`src/rtl/steered_psc_pkg.sv`:
```
package steered_psc_pkg;
  localparam int CTRL_W       = 8;
  localparam int CTRL_SEL_LSB = 0;
  localparam int CTRL_OWN_BIT = 3;
  localparam int CTRL_SRC_BIT = 5;
  localparam logic [CTRL_W-1:0] CTRL_KEEP = 8'h2F;
  localparam logic [CTRL_W-1:0] CTRL_STEER = 8'h0F;
endpackage

```
`src/rtl/psc_edge_sync.sv`:
```
module psc_edge_sync #(
  parameter int STAGES = 2
) (
  input  logic clk,
  input  logic rst_n,
  input  logic pin,
  output logic rise
);
  logic [STAGES:0] sh_q, sh_d;

  always_comb sh_d = {sh_q[STAGES-1:0], pin};

  always_ff @(posedge clk or negedge rst_n) begin
    if (!rst_n) sh_q <= '0;
    else        sh_q <= sh_d;
  end

  assign rise = sh_q[STAGES-1] & ~sh_q[STAGES];
endmodule

```
`src/rtl/psc_core.sv`:
```
module psc_core #(
  parameter int PSC_W = 8,
  localparam int SH_W = $clog2(PSC_W + 1)
) (
  input  logic            clk,
  input  logic            rst_n,
  input  logic            ev,
  input  logic            clr,
  input  logic [SH_W-1:0] shift,
  output logic            tick
);
  logic [PSC_W-1:0] cnt_q, cnt_d, mask;
  logic [PSC_W:0]   full, mask_w;
  logic             cnt_en;

  always_comb begin
    full   = {{PSC_W{1'b0}}, 1'b1} << shift;
    mask_w = full - {{PSC_W{1'b0}}, 1'b1};
    mask   = mask_w[PSC_W-1:0];
    tick   = ev && !clr && ((cnt_q & mask) == mask);
    cnt_en = clr || ev;
    cnt_d  = clr ? '0 : cnt_q + {{(PSC_W-1){1'b0}}, 1'b1};
  end

  always_ff @(posedge clk or negedge rst_n) begin
    if (!rst_n)      cnt_q <= '0;
    else if (cnt_en) cnt_q <= cnt_d;
  end
endmodule

```
`src/rtl/psc_wrap_ctr.sv`:
```
module psc_wrap_ctr #(
  parameter int W = 8
) (
  input  logic         clk,
  input  logic         rst_n,
  input  logic         inc,
  output logic [W-1:0] count,
  output logic         wrap
);
  logic [W-1:0] cnt_q, cnt_d;
  logic         wrap_q, wrap_d;

  always_comb begin
    cnt_d  = cnt_q + {{(W-1){1'b0}}, 1'b1};
    wrap_d = inc && (cnt_q == {W{1'b1}});
  end

  always_ff @(posedge clk or negedge rst_n) begin
    if (!rst_n) begin
      cnt_q  <= '0;
      wrap_q <= 1'b0;
    end else begin
      wrap_q <= wrap_d;
      if (inc) cnt_q <= cnt_d;
    end
  end

  assign count = cnt_q;
  assign wrap  = wrap_q;
endmodule

```
`src/rtl/steered_prescaler.sv`:
```
module steered_prescaler #(
  parameter int PSC_W       = 8,
  parameter int SEL_W       = 3,
  parameter int WDT_W       = 8,
  parameter int SYNC_STAGES = 2
) (
  input  logic             clk,
  input  logic             rst_n,
  input  logic             ctrl_we,
  input  logic [7:0]       ctrl_wdata,
  output logic [7:0]       ctrl_rdata,
  input  logic             ins_tick,
  input  logic             ext_pin,
  input  logic             wdt_src,
  output logic             tmr_tick,
  output logic             wdt_tick,
  output logic [7:0]       tmr_count,
  output logic             tmr_timeout,
  output logic [WDT_W-1:0] wdt_count,
  output logic             wdt_timeout
);
  import steered_psc_pkg::*;

  localparam int SH_W = $clog2(PSC_W + 1);

  logic [1:0]        rst_sync_q;
  logic              rst_int_n;
  logic [CTRL_W-1:0] ctrl_q, ctrl_d;
  logic              own_wdt, src_ext, psc_clr, ext_rise, tmr_ev, psc_ev, psc_tick;
  logic [SEL_W-1:0]  code;
  logic [SH_W-1:0]   shift;

  always_ff @(posedge clk or negedge rst_n) begin
    if (!rst_n) rst_sync_q <= 2'b00;
    else        rst_sync_q <= {rst_sync_q[0], 1'b1};
  end
  assign rst_int_n = rst_sync_q[1];

  always_comb begin
    ctrl_d  = ctrl_we ? (ctrl_wdata & CTRL_KEEP) : ctrl_q;
    psc_clr = ctrl_we && (((ctrl_wdata ^ ctrl_q) & CTRL_STEER) != '0);
  end

  always_ff @(posedge clk or negedge rst_int_n) begin
    if (!rst_int_n) ctrl_q <= '0;
    else            ctrl_q <= ctrl_d;
  end

  assign ctrl_rdata = ctrl_q;
  assign own_wdt    = ctrl_q[CTRL_OWN_BIT];
  assign src_ext    = ctrl_q[CTRL_SRC_BIT];
  assign code       = ctrl_q[CTRL_SEL_LSB +: SEL_W];

  psc_edge_sync #(.STAGES(SYNC_STAGES)) u_sync (
    .clk(clk), .rst_n(rst_int_n), .pin(ext_pin), .rise(ext_rise)
  );

  always_comb begin
    tmr_ev = src_ext ? ext_rise : ins_tick;
    psc_ev = own_wdt ? wdt_src : tmr_ev;
    shift  = SH_W'(code) + (own_wdt ? SH_W'(0) : SH_W'(1));
  end

  psc_core #(.PSC_W(PSC_W)) u_psc (
    .clk(clk), .rst_n(rst_int_n), .ev(psc_ev), .clr(psc_clr),
    .shift(shift), .tick(psc_tick)
  );

  assign tmr_tick = own_wdt ? tmr_ev   : psc_tick;
  assign wdt_tick = own_wdt ? psc_tick : wdt_src;

  psc_wrap_ctr #(.W(8)) u_tmr (
    .clk(clk), .rst_n(rst_int_n), .inc(tmr_tick),
    .count(tmr_count), .wrap(tmr_timeout)
  );

  psc_wrap_ctr #(.W(WDT_W)) u_wdt (
    .clk(clk), .rst_n(rst_int_n), .inc(wdt_tick),
    .count(wdt_count), .wrap(wdt_timeout)
  );
endmodule

```
`config.mk`:
```
export PLATFORM = sky130hd
export DESIGN_NAME = steered_prescaler
export DESIGN_NICKNAME = d
export VERILOG_FILES = /design/src/rtl/steered_psc_pkg.sv /design/src/rtl/psc_edge_sync.sv /design/src/rtl/psc_core.sv /design/src/rtl/psc_wrap_ctr.sv /design/src/rtl/steered_prescaler.sv
export SDC_FILE = /design/constraint.sdc
export NUM_CORES = 1
export LEC_CHECK = 0
export CORE_MARGIN = 2
export CORE_UTILIZATION = 30
export CTS_CLUSTER_SIZE = 25
export DETAILED_ROUTE_END_ITERATION = 8
export DONT_BUFFER_PORTS = 1
export GPL_ROUTABILITY_DRIVEN = 0
export PLACE_DENSITY = 0.44
export SLEW_MARGIN = 10
export SYNTH_ARGS = -nofsm -noshare
export SYNTH_HDL_FRONTEND = slang
export SYNTH_HIERARCHICAL = 1
export SYNTH_SLANG_ARGS = --single-unit
```
`constraint.sdc`:
```
create_clock -name clk -period 5.3 [get_ports clk]
set_input_delay 1.325 -clock clk [delete_from_list [all_inputs] [get_ports clk]]
set_output_delay 1.325 -clock clk [all_outputs]
set_load 0.05 [all_outputs]
```
-- Word level (Yosys, flattened, before mapping)
Index checks and enable logic that the tools add are counted.
- $add $sub $neg: 5
- div/mod/pow operators: 0
- $lt $le $gt $ge: 0
- bitwise operators: 4
- reductions and logical operators: 8
- multiply operators: 0
- equality and inequality tests: 3
- multiplexer cells: 6
- shift-type cells: 1
- operators by type and width (operator ; count):
    adder 8 x 1 -> 8 bit (second input constant) ; 3
    equality test 8 bit (second input constant) ; 2
    AND 8 bit ; 1
    equality test 8 bit ; 1
    two-way mux 8 bit ; 1
    nonzero test 8 bit ; 1
    left shift 1 x 4 -> 8 bit (first input constant) ; 1
    subtractor 8 x 1 -> 8 bit (second input constant) ; 1
    logical AND 1 bit ; 5
    two-way mux 1 bit ; 5
    adder 3 x 1 -> 4 bit ; 1
    XOR 4 bit ; 1
    AND 1 bit ; 1
    zero test 1 bit ; 1
    logical OR 1 bit ; 1
    NOT 1 bit ; 1
- bits in read-only memories: 0
- register bits after elaboration: 36
- input port bits: 14
- memories: 0
- bits in latches: 0
- output and inout bits: 28
- word-level logic and storage cells: 35
- bits in writable memories: 0

-- Logic depth before layout (Yosys ltp)
Gate-level depths: netlist of run 1.
- depth after elaboration: 9
- depth in mapped cells: 15
- gate-level depth less buffers: 15

-- By module
Netlist of run 1, hierarchy kept.
- by module, submodules not included (module ; area an instance (um^2) ; times used ; sequential area each (um^2) ; cells each):
    psc_wrap_ctr ; 384.1 ; 2 ; 225.2 ; 31
    psc_core ; 555.5 ; 1 ; 200.2 ; 58
    steered_prescaler ; 399.1 ; 1 ; 175.2 ; 33
    psc_edge_sync ; 88.8 ; 1 ; 75.1 ; 4

-- Worst setup path before layout of run 1
Ideal clock, no wire load.
- kind: flip-flop to output port
- start point: register ctrl_q[3], in the netlist ctrl_rdata[3]
- end point: output port wdt_tick
- path buffers: 0
- setup slack: 0.715 ns
- arrival: 3.260 ns
- cell stages (with the launch flop): 11
- data required time: 3.975 ns
- cells stage by stage: dfrtp_1 -> inv_1 -> ha_1 -> ha_1 -> or4_4 -> ha_1 -> nor2_1 -> a2111oi_4 -> o21ai_2 -> a211oi_2 -> mux2_2
- cells in the longest elaborated chain, start to end: 8
- elaborated cells on any way between the ends: 14
- classes of those cells: 2 x add/sub; 1 x eq/ne; 1 x shift; 3 x mux; 2 x bitwise; 5 x reduce/logical
- ends and longest elaborated chain (element ; line ; RTL):
    from (decl) ; steered_prescaler.sv:28 ; logic [CTRL_W-1:0] ctrl_q, ctrl_d;
    from (signal assigned) ; steered_prescaler.sv:46 ; else ctrl_q <= ctrl_d;
    two-way mux 1 bit * ; steered_prescaler.sv:61 ; shift = SH_W'(code) + (own_wdt ? SH_W'(0) : SH_W'(1));
    adder 3 x 1 -> 4 bit * ; steered_prescaler.sv:61 ;
    via shift[1] ; steered_prescaler.sv:31 ; logic [SH_W-1:0] shift;
    left shift 1 x 4 -> 8 bit * ; psc_core.sv:17 ; full = {{PSC_W{1'b0}}, 1'b1} << shift;
    subtractor 8 x 1 -> 8 bit * ; psc_core.sv:18 ; mask_w = full - {{PSC_W{1'b0}}, 1'b1};
    AND 8 bit ; psc_core.sv:20 ; tick = ev && !clr && ((cnt_q & mask) == mask);
    equality test 8 bit * ; psc_core.sv:20 ;
    logical AND 1 bit * ; psc_core.sv:20 ;
    via psc_tick ; steered_prescaler.sv:29 ; logic own_wdt, src_ext, psc_clr, ext_rise, tmr_ev, psc_ev, psc_tick;
    two-way mux 1 bit * ; steered_prescaler.sv:70 ; assign wdt_tick = own_wdt ? psc_tick : wdt_src;
    to (decl) ; steered_prescaler.sv:16 ; output logic wdt_tick,
Mark *: on every way through the listed nets, which the timed path passes. The rest lies on a longest branch.

-- Worst setup path in the final report of run 1
- start point: register ctrl_q[0], in the netlist ctrl_rdata[0]
- end point: output port wdt_tick
- cells in the longest elaborated chain, start to end: 7
- elaborated cells on any way between the ends: 12
- classes of those cells: 2 x add/sub; 1 x eq/ne; 1 x shift; 1 x mux; 2 x bitwise; 5 x reduce/logical
- ends and longest elaborated chain (element ; line):
    adder 3 x 1 -> 4 bit * ; steered_prescaler.sv:61
    via shift[2] ; steered_prescaler.sv:31
    left shift 1 x 4 -> 8 bit * ; psc_core.sv:17
    subtractor 8 x 1 -> 8 bit * ; psc_core.sv:18
    AND 8 bit ; psc_core.sv:20
    equality test 8 bit * ; psc_core.sv:20
    logical AND 1 bit * ; psc_core.sv:20
    via psc_tick ; steered_prescaler.sv:29
    two-way mux 1 bit * ; steered_prescaler.sv:70
Marked as above.

==> metrics.csv, run 1 <==
stage,metric,value,unit
placed_design,Placed Area,0.001893,sq mm
clocking,Resize count post-CTS,0,
routing,vias per cell,4.811,
critical_path,CP dominant cell by count,ha_1,
sta,Final setup viols,0,
critical_path,Crit path largest cell delay,600,ps
floorplanning,core footprint,0.005886,sq mm
clocking,hold buffers post-CTS,0,
yosys,proportion of synthesized chip area in sequential cells,49.72,%
yosys,cells after synthesis,157,
critical_path,Crit. End Element,primary output,
cells_and_area,synthesis-to-finish area growth,11.46,%
clocking,CTS Buf Count,5,
critical_path,r2r setup slk,1340,ps
clocking,Post-CTS Setup Repair Bufs,0,
critical_path,cells along the critical path,ha_1 -> ha_1 -> xor2_1 -> or4_4 -> ha_1 -> nor2_1 -> a2111oi_4 -> o21ai_2 -> a211oi_2 -> mux2_2,
sta,RSZ-0062 raised after global routing,no,
yosys,Mapped Area,0.001812,sq mm
critical_path,critical path arrival,3620,ps
sta,FMAX,202.2,MHz
routing,DR vias,1145,
critical_path,Crit path required time,3970,ps
clocking,clk sinks,36,
critical_path,Worst Setup Path Type,reg -> out,
floorplanning,Ports,42,
floorplanning,die height,81.71,um
sta,Slew Limit Fails,0,
global_routing,GRT Util Overall,11.73,%
yosys,Avg Inst Size Synth,11.54,sq um
clocking,htree depth,2,
floorplanning,die area,0.006677,sq mm
critical_path,"Slowest-stage cell, CP",dfrtp_1,
critical_path,R2R Path End,u_wdt/count[6],
power_and_ir_drop,maximum VDD drop,345.7,uV
run,max_cap viols,0,
yosys,largest cells by area after synthesis,"dfrtp_1 (50%), xor2_1 (8.2%), mux2_2 (6.2%)",
cells_and_area,"commonest non-fill, non-tap cell in the layout",dfrtp_1,
power_and_ir_drop,power density over the cells,482.2,mW/mm^2
floorplanning,Initial Util,30.78,%
clocking,Clock Tree Root,clkbuf_8,
yosys,Yosys cell types,36,
routing,wire length per cell,14.53,um
yosys,largest area contributor in the netlist,dfrtp_1,
sta,Max transition margin,56.74,%
floorplanning,Std-Cell Rows,28,
global_routing,vias in the first global route,1180,
cells_and_area,layout cells sized above 1,19.02,%
clocking,CTS tree,built,
routing,DRT Wirelength,3457,um
cells_and_area,final core occ,34.31,%
global_routing,busiest grt layer,met2,
global_routing,pin count of the biggest net entering global routing,35,
status,status,finished clean,
critical_path,reg-to-reg startpoint,ctrl_rdata[0],
yosys,Ys Warns,6,
global_routing,grt total ovfl,0,
global_routing,initial antenna violation count,0,
cells_and_area,# diodes,0,
clocking,buffer depth of the longest clock path,2,
sta,final period utilization,93.29,%
worst_hold_path,worst min-delay path class,reg -> async,
clocking,Clock Latency Late Sink,280,ps
clocking,Worst-path clk slew,70,ps
floorplanning,die width,81.71,um
critical_path,CP Launch Type,flop,
cells_and_area,most frequent cells in the layout,"dfrtp_1 (36), xor2_1 (17), nor2_1 (12)",
sta,setup TNS,0,ps
yosys,Synth top area share,49.72,%
placed_design,post-detail-place hpwl,2505,um
routing,post-route ant nets,0,
global_routing,first-pass GRT wire length,5823,um
critical_path,Worst R2R Path Depth,13,
routing,router iterations before antenna repair,4,
global_routing,grt met3 use,5.495,%
routing,DR iter-0 viols,26,
cells_and_area,post-route cell area,0.002019,sq mm
sta,Final min period,4945,ps
sta,Fin Clk Skew,2.537,ps
placed_design,Port Buf Inserts,0,
power_and_ir_drop,Leak,0.8833,nW
global_routing,met2 GRT Util,18.28,%
global_routing,GR Util met1,14.31,%
sta,worst slew pin tran,648.9,ps
sta,final count of hold timing violations,0,
routing,residual DRC count,0,
cells_and_area,Nets,182,
critical_path,critical-path maximum fanout,7,
yosys,#FFs+latches synth,36,
power_and_ir_drop,total power,0.9737,mW
report_power, final:
group / switching, mW / internal, mW / leakage [nW]
clock: 0.0991 / 0.166 / 0.0645
sequential: 0.233 / 0.320 / 0.450
combinational: 0.0826 / 0.0735 / 0.369
flip-flops by register name (all words and copies together) (netlist names):
signal,cells
u_wdt/count,8
u_wdt/wrap,1
u_sync/sh_q,3
rst_sync_q,2
u_tmr/count,8
u_tmr/wrap,1
u_psc/cnt_q,8
ctrl_rdata,5
Yosys cell counts, drive strengths merged:
library cell,instances
nand3b,2
dfrtp,36
nor2,14
conb,2
nor2b,2
nor4b,2
mux2i,1
a21oi,1
or4,1
a21o,1
buf,4
ha,6
nand2b,2
xor2,17
xnor2,10
o41a,1
mux2,10
nand3,9
and2,1
o211ai,2
nand2,8
o21ai,3
nor3,5
and4,1
nand4,6
a2111oi,1
inv,4
a211oi,1
and3,2
clkbuf,2
cells by family (layout without fill, tap and decap cells):
kind of cell	count (synthesis)	after routing	share of synthesized area, %
AND/OR/NAND/NOR	55	55	17.75
flip-flops	36	36	49.72
XOR/XNOR	27	27	13.05
multiplexers	11	11	6.768
AO/OA/AOI/OAI	10	10	5.387
buffers and inverters	10	14	2.762
adder cells (fa/ha/maj)	6	6	4.144
other	2	4	0.4145
cell type report:
class / instances / area, sq um
Inverter: 4 / 15.01
Timing Repair Buffer: 2 / 15.01
Multi-Input combinational cell: 113 / 868.3
Tap cell: 75 / 93.84
Clock inverter: 1 / 30.03
Sequential cell: 36 / 900.9
Clock buffer: 7 / 96.34
Fill cell: 609 / 3866
metal layers:
layer | vias to the layer above | wire length [um]
met2 | 28 | 1671
met5 | - | 0
li1 | 539 | -
met1 | 574 | 1537
met4 | 0 | 36
met3 | 4 | 211
how the worst max path moves through the flow:
stage	to	slack, ps	startpoint
final	wdt_tick	360	ctrl_rdata[0]
after global routing	wdt_tick	200	ctrl_rdata[0]
after CTS	wdt_tick	330	ctrl_rdata[0]
after detailed placement	wdt_tick	650	ctrl_rdata[0]
after global placement	wdt_tick	650	ctrl_wdata[3]
after floorplan	wdt_tick	720	ctrl_rdata[3]
stage by stage:
| step | setup WS [ps] | hold WS (ps) | instances |
|---|---|---|---|
| finish | 355.4 | 279.0 | 238 |
| global route | 197.2 | 332.4 | 238 |
| CTS | 328.3 | 306.1 | 238 |
| detailed placement | 646.6 | 301.2 | 230 |
| global placement | 652.7 | 280.1 | 230 |
| floorplan | 715.0 | 331.2 | 159 |
worst max-delay path, delay by kind of cell, from the launching register on:
family | cells | cell delay (ps)
mux | 1 | 470
fa+ha+maj | 3 | 820
compound gates | 3 | 650
xor+xnor | 1 | 220
flops | 1 | 600
simple gates | 2 | 560
(Power assumes the default switching activity.)
==> run 2: changes to the inputs <==
==> constraint.sdc (replaced) <==
create_clock -name clk -period 4.56 [get_ports clk]
set_input_delay 1.14 -clock clk [delete_from_list [all_inputs] [get_ports clk]]
set_output_delay 1.14 -clock clk [all_outputs]
set_load 0.05 [all_outputs]
==> run 2 against run 1 <==
Clock skew increased by 2.5 ps. Core utilization is 0.13 points higher. Global-route usage is 0.30 points higher. Wire length down 2.6%. Combinational power rose by 29%. Register-to-register slack got worse by 400 ps. Worst setup slack lost 220 ps. Largest cell class unchanged.
==> metrics.csv, run 2 (synthesis results as in run 1) <==
stage,metric,value,unit,change
status,status,finished clean,,unchanged
critical_path,Worst R2R Path Depth,13,,unchanged
routing,vias per cell,4.630,,was 4.811
global_routing,busiest grt layer,met2,,unchanged
sta,Final setup viols,0,,unchanged
cells_and_area,Multi-input gate area,868.3,sq um,unchanged
global_routing,first-pass GRT wire length,6016,um,was 5823 um
critical_path,CP dominant cell by count,ha_1,,unchanged
critical_path,crit path from,ctrl_rdata[3],,was ctrl_rdata[0]
clocking,htree depth,2,,unchanged
floorplanning,die height,81.71,um,unchanged
clocking,CTS tree,built,,unchanged
sta,Final min period,4428,ps,
routing,DR vias,1125,,"was 1,145"
floorplanning,die area,0.006677,sq mm,unchanged
routing,post-route ant nets,0,,unchanged
run,max_cap viols,0,,unchanged
global_routing,GRT Util Overall,12.03,%,was 11.73%
global_routing,initial antenna violation count,0,,unchanged
critical_path,Bufs and invs on worst path,1,,was 0
global_routing,GR Util met1,15.13,%,was 14.31%
floorplanning,Initial Util,30.78,%,unchanged
sta,Fin Clk Skew,5.065,ps,was 2.537 ps
clocking,Clock Latency Late Sink,280,ps,about the same
cells_and_area,layout cells sized above 1,21.43,%,was 19.02%
global_routing,grt met3 use,4.066,%,was 5.495%
floorplanning,Ports,42,,unchanged
clocking,CTS Buf Count,5,,unchanged
critical_path,critical path depth,10,,unchanged
placed_design,post-detail-place hpwl,2478,um,was 2505 um
floorplanning,core footprint,0.005886,sq mm,unchanged
cells_and_area,"commonest non-fill, non-tap cell in the layout",dfrtp_1,,unchanged
critical_path,"Slowest-stage cell, CP",or4_4,,was dfrtp_1
global_routing,met2 GRT Util,19.18,%,was 18.28%
clocking,clk sinks,36,,unchanged
critical_path,CP Launch Type,flop,,unchanged
cells_and_area,most frequent cells in the layout,"dfrtp_1 (36), xor2_1 (17), nor2_1 (12)",,unchanged
sta,final count of hold timing violations,0,,unchanged
critical_path,cells along the critical path,inv_1 -> ha_1 -> ha_1 -> or4_4 -> ha_1 -> nor2_1 -> a2111oi_4 -> o21ai_2 -> a211oi_2 -> mux2_2,,was ha_1 -> ha_1 -> xor2_1 -> or4_4 -> ha_1 -> nor2_1 -> a2111oi_4 -> o21ai_2 -> a211oi_2 -> mux2_2
routing,wire length per cell,13.85,um,was 14.53 um
sta,setup TNS,0,ps,unchanged
critical_path,critical path arrival,3290,ps,was 3620 ps
critical_path,r2r setup slk,940,ps,was 1340 ps
critical_path,Crit path required time,3420,ps,was 3970 ps
global_routing,grt total ovfl,0,,unchanged
cells_and_area,final core occ,34.44,%,was 34.31%
floorplanning,die width,81.71,um,unchanged
sta,final period utilization,97.10,%,
cells_and_area,# diodes,0,,unchanged
clocking,Clock Tree Root,clkbuf_8,,unchanged
cells_and_area,synthesis-to-finish area growth,11.88,%,was 11.46%
clocking,buffer depth of the longest clock path,2,,unchanged
critical_path,Crit path largest cell delay,560,ps,was 600 ps
sta,RSZ-0062 raised after global routing,yes,,was no
critical_path,R2R Path End,u_wdt/count[6],,unchanged
floorplanning,Std-Cell Rows,28,,unchanged
power_and_ir_drop,power density over the cells,527.9,mW/mm^2,was 482.2 mW/mm^2
global_routing,pin count of the biggest net entering global routing,35,,unchanged
power_and_ir_drop,maximum VDD drop,289.9,uV,was 345.7 uV
routing,DR iter-0 viols,27,,was 26
routing,router iterations before antenna repair,4,,unchanged
placed_design,Port Buf Inserts,0,,unchanged
sta,Max transition margin,57.42,%,was 56.74%
critical_path,critical-path maximum fanout,7,,unchanged
sta,worst slew pin tran,638.7,ps,was 648.9 ps
critical_path,reg-to-reg startpoint,ctrl_rdata[3],,was ctrl_rdata[0]
cells_and_area,Reg area,900.9,sq um,unchanged
routing,residual DRC count,0,,unchanged
critical_path,Crit. End Element,primary output,,unchanged
power_and_ir_drop,Leak,0.8946,nW,was 0.8833 nW
cells_and_area,Nets,187,,was 182
sta,Slew Limit Fails,0,,unchanged
critical_path,Crit path max-delay family,adder cells,,unchanged
clocking,Worst-path clk slew,70,ps,about the same
sta,FMAX,225.8,MHz,
critical_path,Worst Setup Path Type,reg -> out,,unchanged
cells_and_area,Filler cells,618,,was 609
sta,Hold WS,270.5,ps,was 279.0 ps
worst_hold_path,worst min-delay path class,reg -> async,,unchanged
routing,DRT Wirelength,3366,um,was 3457 um
critical_path,CP endpoint,wdt_tick,,unchanged
clocking,Post-CTS Setup Repair Bufs,0,,unchanged
global_routing,vias in the first global route,1221,,"was 1,180"
[run 2: how the worst min path moves through the flow]
stage                   from             end  slack [ps]  cells past startpoint
2_1_floorplan  rst_sync_q[0]   rst_sync_q[1]         330                      0
3_3_place_gp   rst_sync_q[1]   ctrl_rdata[2]         280                      1
3_5_place_dp   rst_sync_q[1]   ctrl_rdata[2]         290                      1
4_1_cts        rst_sync_q[1]  u_sync/sh_q[2]         300                      1
5_1_grt        rst_sync_q[1]   ctrl_rdata[2]         340                      1
6_report       rst_sync_q[1]  u_sync/sh_q[2]         270                      1
[run 2: repair_timing]
item,4_1_cts,5_1_grt
hold endpoints to repair,0,0
hold buffers,0,0
resized for setup,0,0
endpoints found under the setup margin,0,2
[run 2: area by class of cell]
type                    instances  area share, %
clock buffers                   6          4.074
well taps                      75          4.630
flip-flops and latches         36          44.44
inverters                       4         0.7407
repair buffers                  7          2.593
multi-input cells             113          42.84
clock inverters                 2         0.6790
[run 2: stage by stage]
step | power (mW) | cell area (sq um) | setup slack (ps) | instances
floorplan | 0.7873 | 1819 | 160.0 | 159
global placement | 0.8325 | 1931 | 423.3 | 235
detailed placement | 0.8419 | 1931 | 422.7 | 235
CTS | 1.090 | 2027 | 100.5 | 243
global route | 1.148 | 2027 | -97.64 | 243
finish | 1.070 | 2027 | 132.2 | 243
[run 2: worst reg2reg max path, delay by kind of cell, from the launching register on]
kind	cells	cell delay, ps
flops	1	340
compound gates	3	660
fa+ha+maj	3	830
buf+inv	1	80
simple gates	4	1020
xor+xnor	1	140
mux	1	480
[run 2: routing by layer]
metal / vias up / part of all wire, %
met2: 28 / 47
li1: 552 / -
met3: 5 / 5.9
met1: 540 / 46
met5: - / 0
met4: 0 / 1.2
[run 2: power by group]
| group | total (mW) | switching, mW | internal, mW |
|---|---|---|---|
| combinational | 0.201 | 0.109 | 0.0918 |
| clock | 0.238 | 0.115 | 0.123 |
| sequential | 0.631 | 0.259 | 0.372 |
==> run 3: changes to the inputs <==
--- a/config.mk
+++ b/config.mk
@@ -6,12 +6,12 @@
 export NUM_CORES = 1
 export LEC_CHECK = 0
 export CORE_MARGIN = 2
-export CORE_UTILIZATION = 30
+export CORE_UTILIZATION = 50
 export CTS_CLUSTER_SIZE = 25
 export DETAILED_ROUTE_END_ITERATION = 8
 export DONT_BUFFER_PORTS = 1
 export GPL_ROUTABILITY_DRIVEN = 0
-export PLACE_DENSITY = 0.44
+export PLACE_DENSITY = 0.65
 export SLEW_MARGIN = 10
 export SYNTH_ARGS = -nofsm -noshare
 export SYNTH_HDL_FRONTEND = slang
==> run 3 against run 2 <==
Via count rose by 2.6%. Global-route usage grew 5.4 points. Sequential share of layout area rose by 1.5 points. Count of clock-buffer cells in the layout up 2. Largest cell class unchanged. First-iteration DRC count up 70%. Combinational power rose by 3%. Highest routed layer unchanged.
==> metrics.csv, run 3 (synthesis results as in run 1) <==
stage,metric,value,unit,change
sta,Final min period,4329,ps,was 4428 ps
cells_and_area,Multi-input gate area,875.8,sq um,was 868.3 sq um
clocking,htree depth,2,,unchanged
sta,RSZ-0062 raised after global routing,no,,was yes
floorplanning,die height,64.20,um,was 81.71 um
routing,vias per cell,5.393,,was 4.630
cells_and_area,Reg area,900.9,sq um,unchanged
sta,Max transition margin,57.20,%,was 57.42%
clocking,CTS Buf Count,5,,unchanged
placed_design,pre-CTS setup slack,434.9,ps,was 422.7 ps
critical_path,CP endpoint,wdt_tick,,unchanged
routing,DR vias,1154,,"was 1,125"
critical_path,Crit. End Element,primary output,,unchanged
routing,router iterations before antenna repair,5,,was 4
critical_path,crit path from,ctrl_rdata[3],,unchanged
cells_and_area,Nets,187,,unchanged
critical_path,Worst R2R Path Depth,13,,unchanged
global_routing,initial antenna violation count,0,,unchanged
placed_design,Port Buf Inserts,0,,unchanged
clocking,Post-CTS Setup Repair Bufs,0,,unchanged
routing,post-route ant nets,0,,unchanged
critical_path,Crit path largest cell delay,560,ps,about the same
cells_and_area,# diodes,0,,unchanged
floorplanning,Std-Cell Rows,21,,was 28
clocking,Worst-path clk slew,100,ps,was 70 ps
cells_and_area,"commonest non-fill, non-tap cell in the layout",dfrtp_1,,unchanged
critical_path,critical path arrival,3190,ps,was 3290 ps
sta,final count of hold timing violations,0,,unchanged
clocking,clk sinks,36,,unchanged
critical_path,CP dominant cell by count,ha_1,,unchanged
critical_path,"Slowest-stage cell, CP",or4_4,,unchanged
floorplanning,core footprint,0.003416,sq mm,was 0.005886 sq mm
global_routing,vias in the first global route,1235,,"was 1,221"
floorplanning,Ports,42,,unchanged
routing,residual DRC count,0,,unchanged
cells_and_area,most frequent cells in the layout,"dfrtp_1 (36), xor2_1 (17), nor2_1 (12)",,unchanged
critical_path,r2r setup slk,1120,ps,was 940 ps
power_and_ir_drop,total power,1.009,mW,was 1.070 mW
sta,Final setup viols,0,,unchanged
sta,setup TNS,0,ps,unchanged
power_and_ir_drop,power density over the cells,514.6,mW/mm^2,was 527.9 mW/mm^2
placed_design,Placed Area,0.001894,sq mm,was 0.001931 sq mm
sta,Fin Clk Skew,6.462,ps,was 5.065 ps
placed_design,Post-Place Cells,206,,was 235
sta,final period utilization,94.94,%,was 97.10%
power_and_ir_drop,Switching Fraction,46.25,%,was 45.12%
sta,Hold WS,272.0,ps,was 270.5 ps
cells_and_area,layout cells sized above 1,20.24,%,was 21.43%
power_and_ir_drop,Leak,0.8822,nW,was 0.8946 nW
cells_and_area,post-route cell area,0.001961,sq mm,was 0.002027 sq mm
routing,DR iter-0 viols,46,,was 27
critical_path,R2R Path End,u_tmr/count[6],,was u_wdt/count[6]
sta,Slew Limit Fails,0,,unchanged
floorplanning,die width,64.20,um,was 81.71 um
cells_and_area,Final Non-Filler Cells,214,,was 243
clocking,CTS tree,built,,unchanged
run,max_cap viols,0,,unchanged
sta,setup ws final,230.7,ps,was 132.2 ps
power_and_ir_drop,Clock Power Share,17.1,%,was 22.3%
sta,worst slew pin tran,642.0,ps,was 638.7 ps
global_routing,grt total ovfl,0,,unchanged
critical_path,cells along the critical path,inv_1 -> ha_1 -> ha_1 -> or4_4 -> ha_1 -> nor2_1 -> a2111oi_4 -> o21ai_2 -> a211oi_2 -> mux2_4,,was inv_1 -> ha_1 -> ha_1 -> or4_4 -> ha_1 -> nor2_1 -> a2111oi_4 -> o21ai_2 -> a211oi_2 -> mux2_2
cells_and_area,final core occ,57.40,%,was 34.44%
cells_and_area,Filler cells,316,,was 618
clocking,buffer depth of the longest clock path,2,,unchanged
power_and_ir_drop,sw power,0.4667,mW,was 0.4829 mW
routing,wire length per cell,14.66,um,was 13.85 um
critical_path,Worst Setup Path Type,reg -> out,,unchanged
floorplanning,die area,0.004121,sq mm,was 0.006677 sq mm
global_routing,first-pass GRT wire length,5526,um,was 6016 um
placed_design,post-detail-place hpwl,2352,um,was 2478 um
clocking,hold buffers post-CTS,0,,unchanged
floorplanning,Initial Util,53.04,%,was 30.78%
worst_hold_path,worst min-delay path class,reg -> async,,unchanged
global_routing,pin count of the biggest net entering global routing,35,,unchanged
cells_and_area,synthesis-to-finish area growth,8.218,%,was 11.88%
clocking,Resize count post-CTS,0,,unchanged
sta,FMAX,231.0,MHz,was 225.8 MHz
routing,DRT Wirelength,3138,um,was 3366 um
clocking,Clock Tree Root,clkbuf_4,,was clkbuf_8
power_and_ir_drop,Cell Int Power,0.5423,mW,was 0.5873 mW
critical_path,CP Launch Type,flop,,unchanged
critical_path,reg-to-reg startpoint,ctrl_rdata[3],,unchanged
clocking,Clock Latency Late Sink,330,ps,was 280 ps
critical_path,Crit path required time,3420,ps,about the same
status,status,finished clean,,unchanged
power_and_ir_drop,maximum VDD drop,416.6,uV,was 289.9 uV
critical_path,critical-path maximum fanout,7,,unchanged
power_and_ir_drop,Gate power share,20.5,%,was 18.8%
global_routing,GRT Util Overall,17.46,%,was 12.03%
power_and_ir_drop,share of total power in sequential cells,62.5,%,was 59.0%
run 3: cell count changes in the layout (fill, tap and decap cells not counted):
cell / previous run / this run
clkbuf_1: 0 / 2
clkbuf_4: 0 / 5
clkbuf_8: 6 / 1
clkinv_2: 1 / 0
inv_6: 1 / 0
mux2_2: 10 / 8
mux2_4: 0 / 2
run 3: cell type report:
type                    instances  area share [%]
clock buffers                   8           2.999
inverters                       4          0.7658
multi-input cells             113           44.67
flip-flops and latches         36           45.95
well taps                      46           2.936
repair buffers                  7           2.680
run 3: how the worst min path moves through the flow:
stage                   from             end  slack, ps
3_3_place_gp   rst_sync_q[1]   ctrl_rdata[0]        280
5_1_grt        rst_sync_q[1]  u_tmr/count[6]        350
2_1_floorplan  rst_sync_q[0]   rst_sync_q[1]        330
4_1_cts        rst_sync_q[1]   ctrl_rdata[0]        290
3_5_place_dp   rst_sync_q[1]   ctrl_rdata[0]        280
6_report       rst_sync_q[1]   ctrl_rdata[0]        270
run 3: critical path, delay by kind of cell, from the launching register on:
family                     cells  cell delay (ps)
adders and majority gates      3              840
and+or+nand+nor                2              610
AOI/OAI and AO/OA              3              600
DFF                            1              360
muxes                          1              340
buffers and inverters          1               70
run 3: power groups by stage:
stage | combinational [mW] | clock (mW) | sequential [mW]
after global routing | 0.230 | 0.195 | 0.644
after detailed placement | 0.208 | 0 | 0.637
after global placement | 0.194 | 0 | 0.633
final | 0.207 | 0.172 | 0.630
after CTS | 0.208 | 0.179 | 0.630
after floorplan | 0.153 | 0 | 0.635
run 3: routing by layer:
layer  routed length, um  vias up  track usage, %
met5                   0        -               0
met4                  40        0           6.915
met1                1333      574           20.16
met2                1616       25           29.30
met3                 148        5           6.514
li1                    -      550               -
